`config.mk`:
```
export PLATFORM = sky130hd
export DESIGN_NAME = gpio_port
export DESIGN_NICKNAME = d
export VERILOG_FILES = /design/src/rtl/gpio_pkg.sv /design/src/rtl/gpio_ctrl.sv /design/src/rtl/gpio_sync.sv /design/src/rtl/gpio_datapath.sv /design/src/rtl/gpio_port.sv
export SDC_FILE = /design/constraint.sdc
export NUM_CORES = 1
export LEC_CHECK = 0
export BUFFER_PORTS_ARGS = -buffer_cell sky130_fd_sc_hd__buf_2
export CORE_MARGIN = 2
export CORE_UTILIZATION = 52
export DETAILED_ROUTE_END_ITERATION = 8
export HOLD_SLACK_MARGIN = 0.15
export PLACE_DENSITY = 0.85
export SYNTH_ARGS = -nofsm -noshare
export SYNTH_HDL_FRONTEND = slang
export SYNTH_HIERARCHICAL = 1
export SYNTH_SLANG_ARGS = --single-unit
```
`constraint.sdc`:
```
create_clock -name clk -period 3.1 [get_ports clk]
set_input_delay 0.155 -clock clk [delete_from_list [all_inputs] [get_ports clk]]
set_output_delay 0.155 -clock clk [all_outputs]
set_load 0.02 [all_outputs]
```
`src/rtl/gpio_pkg.sv`:
```
package gpio_pkg;
  localparam int ADDR_W = 3;
  localparam logic [ADDR_W-1:0] ADR_OD_DATA = 3'd0;
  localparam logic [ADDR_W-1:0] ADR_OD_DIR  = 3'd1;
  localparam logic [ADDR_W-1:0] ADR_PP_DATA = 3'd2;
  localparam logic [ADDR_W-1:0] ADR_PP_DIR  = 3'd3;
  localparam logic [ADDR_W-1:0] ADR_OD_PIN  = 3'd4;
  localparam logic [ADDR_W-1:0] ADR_PP_PIN  = 3'd5;
  localparam logic [ADDR_W-1:0] ADR_CTRL    = 3'd6;

  typedef struct packed {
    logic odData;
    logic odDir;
    logic ppData;
    logic ppDir;
    logic ctrl;
  } gpio_wr_t;

  typedef enum logic [2:0] {
    RD_OD_DATA, RD_OD_DIR, RD_PP_DATA, RD_PP_DIR,
    RD_OD_PIN, RD_PP_PIN, RD_CTRL, RD_NONE
  } gpio_rd_e;
endpackage

```
`src/rtl/gpio_ctrl.sv`:
```
module gpio_ctrl
  import gpio_pkg::*;
(
  input  logic              wrEn,
  input  logic [ADDR_W-1:0] addr,
  output gpio_wr_t          wrStb,
  output gpio_rd_e          rdSel
);
  always_comb begin
    wrStb        = '0;
    wrStb.odData = wrEn && (addr == ADR_OD_DATA);
    wrStb.odDir  = wrEn && (addr == ADR_OD_DIR);
    wrStb.ppData = wrEn && (addr == ADR_PP_DATA);
    wrStb.ppDir  = wrEn && (addr == ADR_PP_DIR);
    wrStb.ctrl   = wrEn && (addr == ADR_CTRL);
  end

  always_comb begin
    case (addr)
      ADR_OD_DATA: rdSel = RD_OD_DATA;
      ADR_OD_DIR:  rdSel = RD_OD_DIR;
      ADR_PP_DATA: rdSel = RD_PP_DATA;
      ADR_PP_DIR:  rdSel = RD_PP_DIR;
      ADR_OD_PIN:  rdSel = RD_OD_PIN;
      ADR_PP_PIN:  rdSel = RD_PP_PIN;
      ADR_CTRL:    rdSel = RD_CTRL;
      default:     rdSel = RD_NONE;
    endcase
  end
endmodule

```
`src/rtl/gpio_sync.sv`:
```
module gpio_sync #(
  parameter int WIDTH = 4
) (
  input  logic             clk,
  input  logic             rstN,
  input  logic [WIDTH-1:0] din,
  output logic [WIDTH-1:0] dout
);
  logic [WIDTH-1:0] stage1;

  always_ff @(posedge clk or negedge rstN) begin
    if (!rstN) begin
      stage1 <= '0;
      dout   <= '0;
    end else begin
      stage1 <= din;
      dout   <= stage1;
    end
  end
endmodule

```
`src/rtl/gpio_datapath.sv`:
```
module gpio_datapath
  import gpio_pkg::*;
#(
  parameter int OD_W   = 4,
  parameter int PP_W   = 8,
  parameter int DATA_W = 8
) (
  input  logic              clk,
  input  logic              rstN,
  input  gpio_wr_t          wrStb,
  input  gpio_rd_e          rdSel,
  input  logic [DATA_W-1:0] wrData,
  output logic [DATA_W-1:0] rdData,
  input  logic [OD_W-1:0]   odPinIn,
  output logic [OD_W-1:0]   odOutVal,
  output logic [OD_W-1:0]   odOutEn,
  input  logic [PP_W-1:0]   ppPinIn,
  input  logic [PP_W-1:0]   ppPeriphSel,
  input  logic [PP_W-1:0]   ppPeriphVal,
  input  logic [PP_W-1:0]   ppPeriphEn,
  output logic [PP_W-1:0]   ppOutVal,
  output logic [PP_W-1:0]   ppOutEn,
  output logic [PP_W-1:0]   ppPullEn
);
  logic [OD_W-1:0] odData, odDir, odLevel;
  logic [PP_W-1:0] ppData, ppDir, ppLevel;
  logic            pullGlobal;

  always_ff @(posedge clk or negedge rstN) begin
    if (!rstN) begin
      odData     <= '1;
      odDir      <= '0;
      ppData     <= '1;
      ppDir      <= '0;
      pullGlobal <= 1'b0;
    end else begin
      if (wrStb.odData) odData     <= wrData[OD_W-1:0];
      if (wrStb.odDir)  odDir      <= wrData[OD_W-1:0];
      if (wrStb.ppData) ppData     <= wrData[PP_W-1:0];
      if (wrStb.ppDir)  ppDir      <= wrData[PP_W-1:0];
      if (wrStb.ctrl)   pullGlobal <= wrData[0];
    end
  end

  gpio_sync #(.WIDTH(OD_W)) u_odSync (.clk(clk), .rstN(rstN), .din(odPinIn), .dout(odLevel));
  gpio_sync #(.WIDTH(PP_W)) u_ppSync (.clk(clk), .rstN(rstN), .din(ppPinIn), .dout(ppLevel));

  // Open-drain: sink only when output and data is low.
  assign odOutVal = '0;
  assign odOutEn  = odDir & ~odData;

  // Push-pull: per-pin choice between register path and peripheral path.
  for (genvar i = 0; i < PP_W; i++) begin : g_pp
    assign ppOutVal[i] = ppPeriphSel[i] ? ppPeriphVal[i] : ppData[i];
    assign ppOutEn[i]  = ppPeriphSel[i] ? ppPeriphEn[i]  : ppDir[i];
    assign ppPullEn[i] = pullGlobal & ppData[i];
  end

  always_comb begin
    rdData = '0;
    case (rdSel)
      RD_OD_DATA: rdData[OD_W-1:0] = odData;
      RD_OD_DIR:  rdData[OD_W-1:0] = odDir;
      RD_PP_DATA: rdData[PP_W-1:0] = ppData;
      RD_PP_DIR:  rdData[PP_W-1:0] = ppDir;
      RD_OD_PIN:  rdData[OD_W-1:0] = odLevel;
      RD_PP_PIN:  rdData[PP_W-1:0] = ppLevel;
      RD_CTRL:    rdData[0]        = pullGlobal;
      default:    rdData           = '0;
    endcase
  end
endmodule

```
`src/rtl/gpio_port.sv`:
```
module gpio_port
  import gpio_pkg::*;
#(
  parameter int OD_W   = 4,
  parameter int PP_W   = 8,
  parameter int DATA_W = 8
) (
  input  logic              clk,
  input  logic              rstN,
  input  logic              wrEn,
  input  logic [2:0]        addr,
  input  logic [DATA_W-1:0] wrData,
  output logic [DATA_W-1:0] rdData,
  input  logic [OD_W-1:0]   odPinIn,
  output logic [OD_W-1:0]   odOutVal,
  output logic [OD_W-1:0]   odOutEn,
  input  logic [PP_W-1:0]   ppPinIn,
  input  logic [PP_W-1:0]   ppPeriphSel,
  input  logic [PP_W-1:0]   ppPeriphVal,
  input  logic [PP_W-1:0]   ppPeriphEn,
  output logic [PP_W-1:0]   ppOutVal,
  output logic [PP_W-1:0]   ppOutEn,
  output logic [PP_W-1:0]   ppPullEn
);
  gpio_wr_t wrStb;
  gpio_rd_e rdSel;

  gpio_ctrl u_ctrl (.wrEn(wrEn), .addr(addr), .wrStb(wrStb), .rdSel(rdSel));

  gpio_datapath #(.OD_W(OD_W), .PP_W(PP_W), .DATA_W(DATA_W)) u_dp (
    .clk(clk), .rstN(rstN), .wrStb(wrStb), .rdSel(rdSel),
    .wrData(wrData), .rdData(rdData),
    .odPinIn(odPinIn), .odOutVal(odOutVal), .odOutEn(odOutEn),
    .ppPinIn(ppPinIn), .ppPeriphSel(ppPeriphSel), .ppPeriphVal(ppPeriphVal),
    .ppPeriphEn(ppPeriphEn), .ppOutVal(ppOutVal), .ppOutEn(ppOutEn),
    .ppPullEn(ppPullEn)
  );
endmodule

```
==> metrics <==
status=finished clean; largest net degree at the start of global routing=50; crit end category=output pin; final WL=4650 um; Initial Util=between 50% and 60%; 1st-iter DRT viols=between 50 and 60; Total GRT Usage=roughly a fifth; initial antenna violation count=0; vias in the first global route=1,600; total number of vias=around 1,600; register area=approximately 0.0012 mm^2; fmax=between 0.5 and 0.6 GHz; HP Start=wrData[1]; synthesized area=0.00224 mm^2; MaxCap Viol Count=0; GPL Wtd Cong=0.753; Synth warnings=6; setup bufs post-CTS=0; WP data arrival=between 1.5 and 2 ns; grt ovf=0; Min-Delay Path Class=input pin to flip-flop; skew final=0.00747 ns; DR WL met3=268 um; Peak supply drop=0.000435 V; die width=69.7 um; Post-Synthesis Cells=between 100 and 150; H-tree depth reported by CTS=2; DR WL/cell=15.4 um; area growth from synthesis to layout=33.0%; Clock Latency Late Sink=0.29 ns; final hold violation count=0; root buf cell=clkbuf_8; unrepaired setup endpoints after global routing=no; Worst-path clk slew=~0.080 ns; DIE AREA=between 0.004 and 0.005 mm^2; crit path launch type=flip-flop; Longest Clk Path Bufs=2; Antenna diodes=0; TritonCTS Buffers=5; P_leak=between 1 and 1.5 nW; synthesized area per cell=approximately 15 um^2; reg2reg start=u_dp/pullGlobal; setup TNS=0 ns; antenna-violating nets left=0; DRC=0; io pins=90; first-pass GRT wire length=7460 um; cell row count=23; CTS tree=built; power per cell area=581 mW/mm^2; Fillers=about 270; Die Y=between 60 and 70 um; Slew @ Worst Pin=1.00 ns; Multi-input gate area=roughly 940 um^2; synthesized flop and latch total=just under 50; final hold slack=0.153 ns; met1 wire length=between 1500 and 2000 um; count of cell types in the netlist=27; overall power=between 1.5 and 2 mW; top routing layer used=met4; final setup vio count=0; dpl ws=~1.5 ns; share of layout cells above drive strength 1=about 64%; Worst Setup SP=u_dp/pullGlobal; Tmin final=between 1.5 and 2 ns; worst path required time=between 2 and 3 ns; Crit Path Class=flip-flop to output pin; nets@finish=301; slew margin rel.=33.4%; DPL Wire Length=about 3200 um; Final Cycle Share=60.1%; CP Max Fanout=10; sequential share of the synthesized area=55.4%; TritonRoute pass-1 iters=4; core outline area=between 0.004 and 0.005 mm^2; number of vias per cell=about 5.2; Post-Route Utilization=roughly 73%; metal2 WL=approximately 2400 um; max-slew violation count=0; fin worst setup slack=approximately 1.2 ns; Sinks on Clock Net=approximately 50; Port Buffers=85
registers in the layout, indices dropped and copies added, names as in the netlist:
name / count
u_dp/odData: 4
u_dp/odDir: 4
u_dp/ppData: 8
u_dp/ppDir: 8
u_dp/pullGlobal: 1
u_dp/u_odSync/dout: 4
u_dp/u_odSync/stage1: 4
u_dp/u_ppSync/dout: 8
u_dp/u_ppSync/stage1: 8
synth_stat cells:
master	instances	area, um^2
a22o_1	2	17.5
and2_1	8	50.1
and2b_1	2	15.0
and2b_2	1	8.76
and2b_4	1	10.0
and3b_2	1	10.0
and4b_2	2	22.5
and4bb_2	2	25.0
buf_2	1	5.00
buf_4	4	30.0
buf_6	1	11.3
clkbuf_1	5	18.8
conb_1	1	3.75
dfrtp_1	37	926
dfstp_2	12	315
inv_1	1	3.75
mux2_2	47	529
mux2_4	1	15.0
mux2i_1	4	40.0
mux4_1	2	52.6
mux4_2	2	45.0
nand4b_1	1	8.76
nor2b_1	4	25.0
nor4b_2	1	15.0
o21ai_0	1	5.00
o2bb2ai_1	3	26.3
or2b_1	1	7.51
report_power, final:
group,internal (mW),leakage (nW),total (mW),switching [mW]
clock network,0.263,0.0585,0.445,0.182
registers,0.753,0.562,0.824,0.0705
logic,0.237,0.802,0.466,0.229
total,1.25,1.42,1.73,0.481
cells by family after synthesis:
kind of cell	share of synthesized area, %
flip-flops	55.4
AND/OR/NAND/NOR	8.82
multiplexers	30.4
other	0.167
AO/OA/AOI/OAI	2.18
buffers and inverters	3.07
layout by cell type (no fill, tap or decap):
cell,synthesis,final
mux4_1,2,2
mux4_2,2,2
clkbuf_8,0,6
and2b_4,1,1
mux2_2,47,47
conb_1,1,4
and4b_2,2,2
and2_1,8,8
o2bb2ai_1,3,3
and2b_1,2,2
inv_1,1,1
bufinv_16,0,1
and3b_2,1,1
or2b_1,1,1
nor4b_2,1,1
nand4b_1,1,1
dfrtp_1,37,37
and2b_2,1,1
o21ai_0,1,1
mux2_4,1,1
dlygate4sd3_1,0,19
and4bb_2,2,2
nor2b_1,4,4
a22o_1,2,2
clkbuf_1,5,1
mux2i_1,4,4
dfstp_2,12,12
buf_2,1,85
path summary, 6_finish.rpt:
kind / end / slack [ns] / cells past startpoint
max in group asynchronous: u_dp/u_ppSync/dout[5] / 1.91 / 2
worst min register to register: u_dp/u_ppSync/dout[3] / 0.35 / 0
min in group asynchronous: u_dp/odDir[3] / 0.57 / 2
worst max-delay path: rdData[0] / 1.24 / 3
worst max register to register: u_dp/pullGlobal / 2.19 / 1
worst min-delay path: u_dp/ppDir[1] / 0.15 / 2
final cells by class:
type / count / area share, %
clock buffers: 7 / 2.89
clock inverters: 1 / 1.01
inverters: 1 / 0.126
multi-input cells: 90 / 31.6
flip-flops and latches: 49 / 41.6
well taps: 50 / 2.10
repair buffers: 104 / 20.6
metrics by stage:
step | cells | cell area (um^2)
finish | 302 | 2980
global route | 302 | 2980
CTS | 302 | 2980
detailed placement | 275 | 2680
global placement | 275 | 2680
floorplan | 151 | 2250
layer usage:
| layer | up-vias | GRT usage, % |
|---|---|---|
| li1 | 730 | - |
| met4 | 0 | 7.91 |
| met2 | 56 | 34.8 |
| met1 | 765 | 22.8 |
| met3 | 10 | 4.94 |
| met5 | - | 0 |
worst max-delay path, cell delays in order, from the launching register on:
cell and delay (ns):
dfrtp_1 0.50, mux2_2 0.31, mux4_2 0.43, buf_2 0.17
timing repair:
action | in CTS | in global routing
endpoints found under the hold margin | 64 | 0
gates resized for setup | 0 | 0
hold buffers | 19 | 0
No activity file was read; power rests on OpenSTA's default activity.
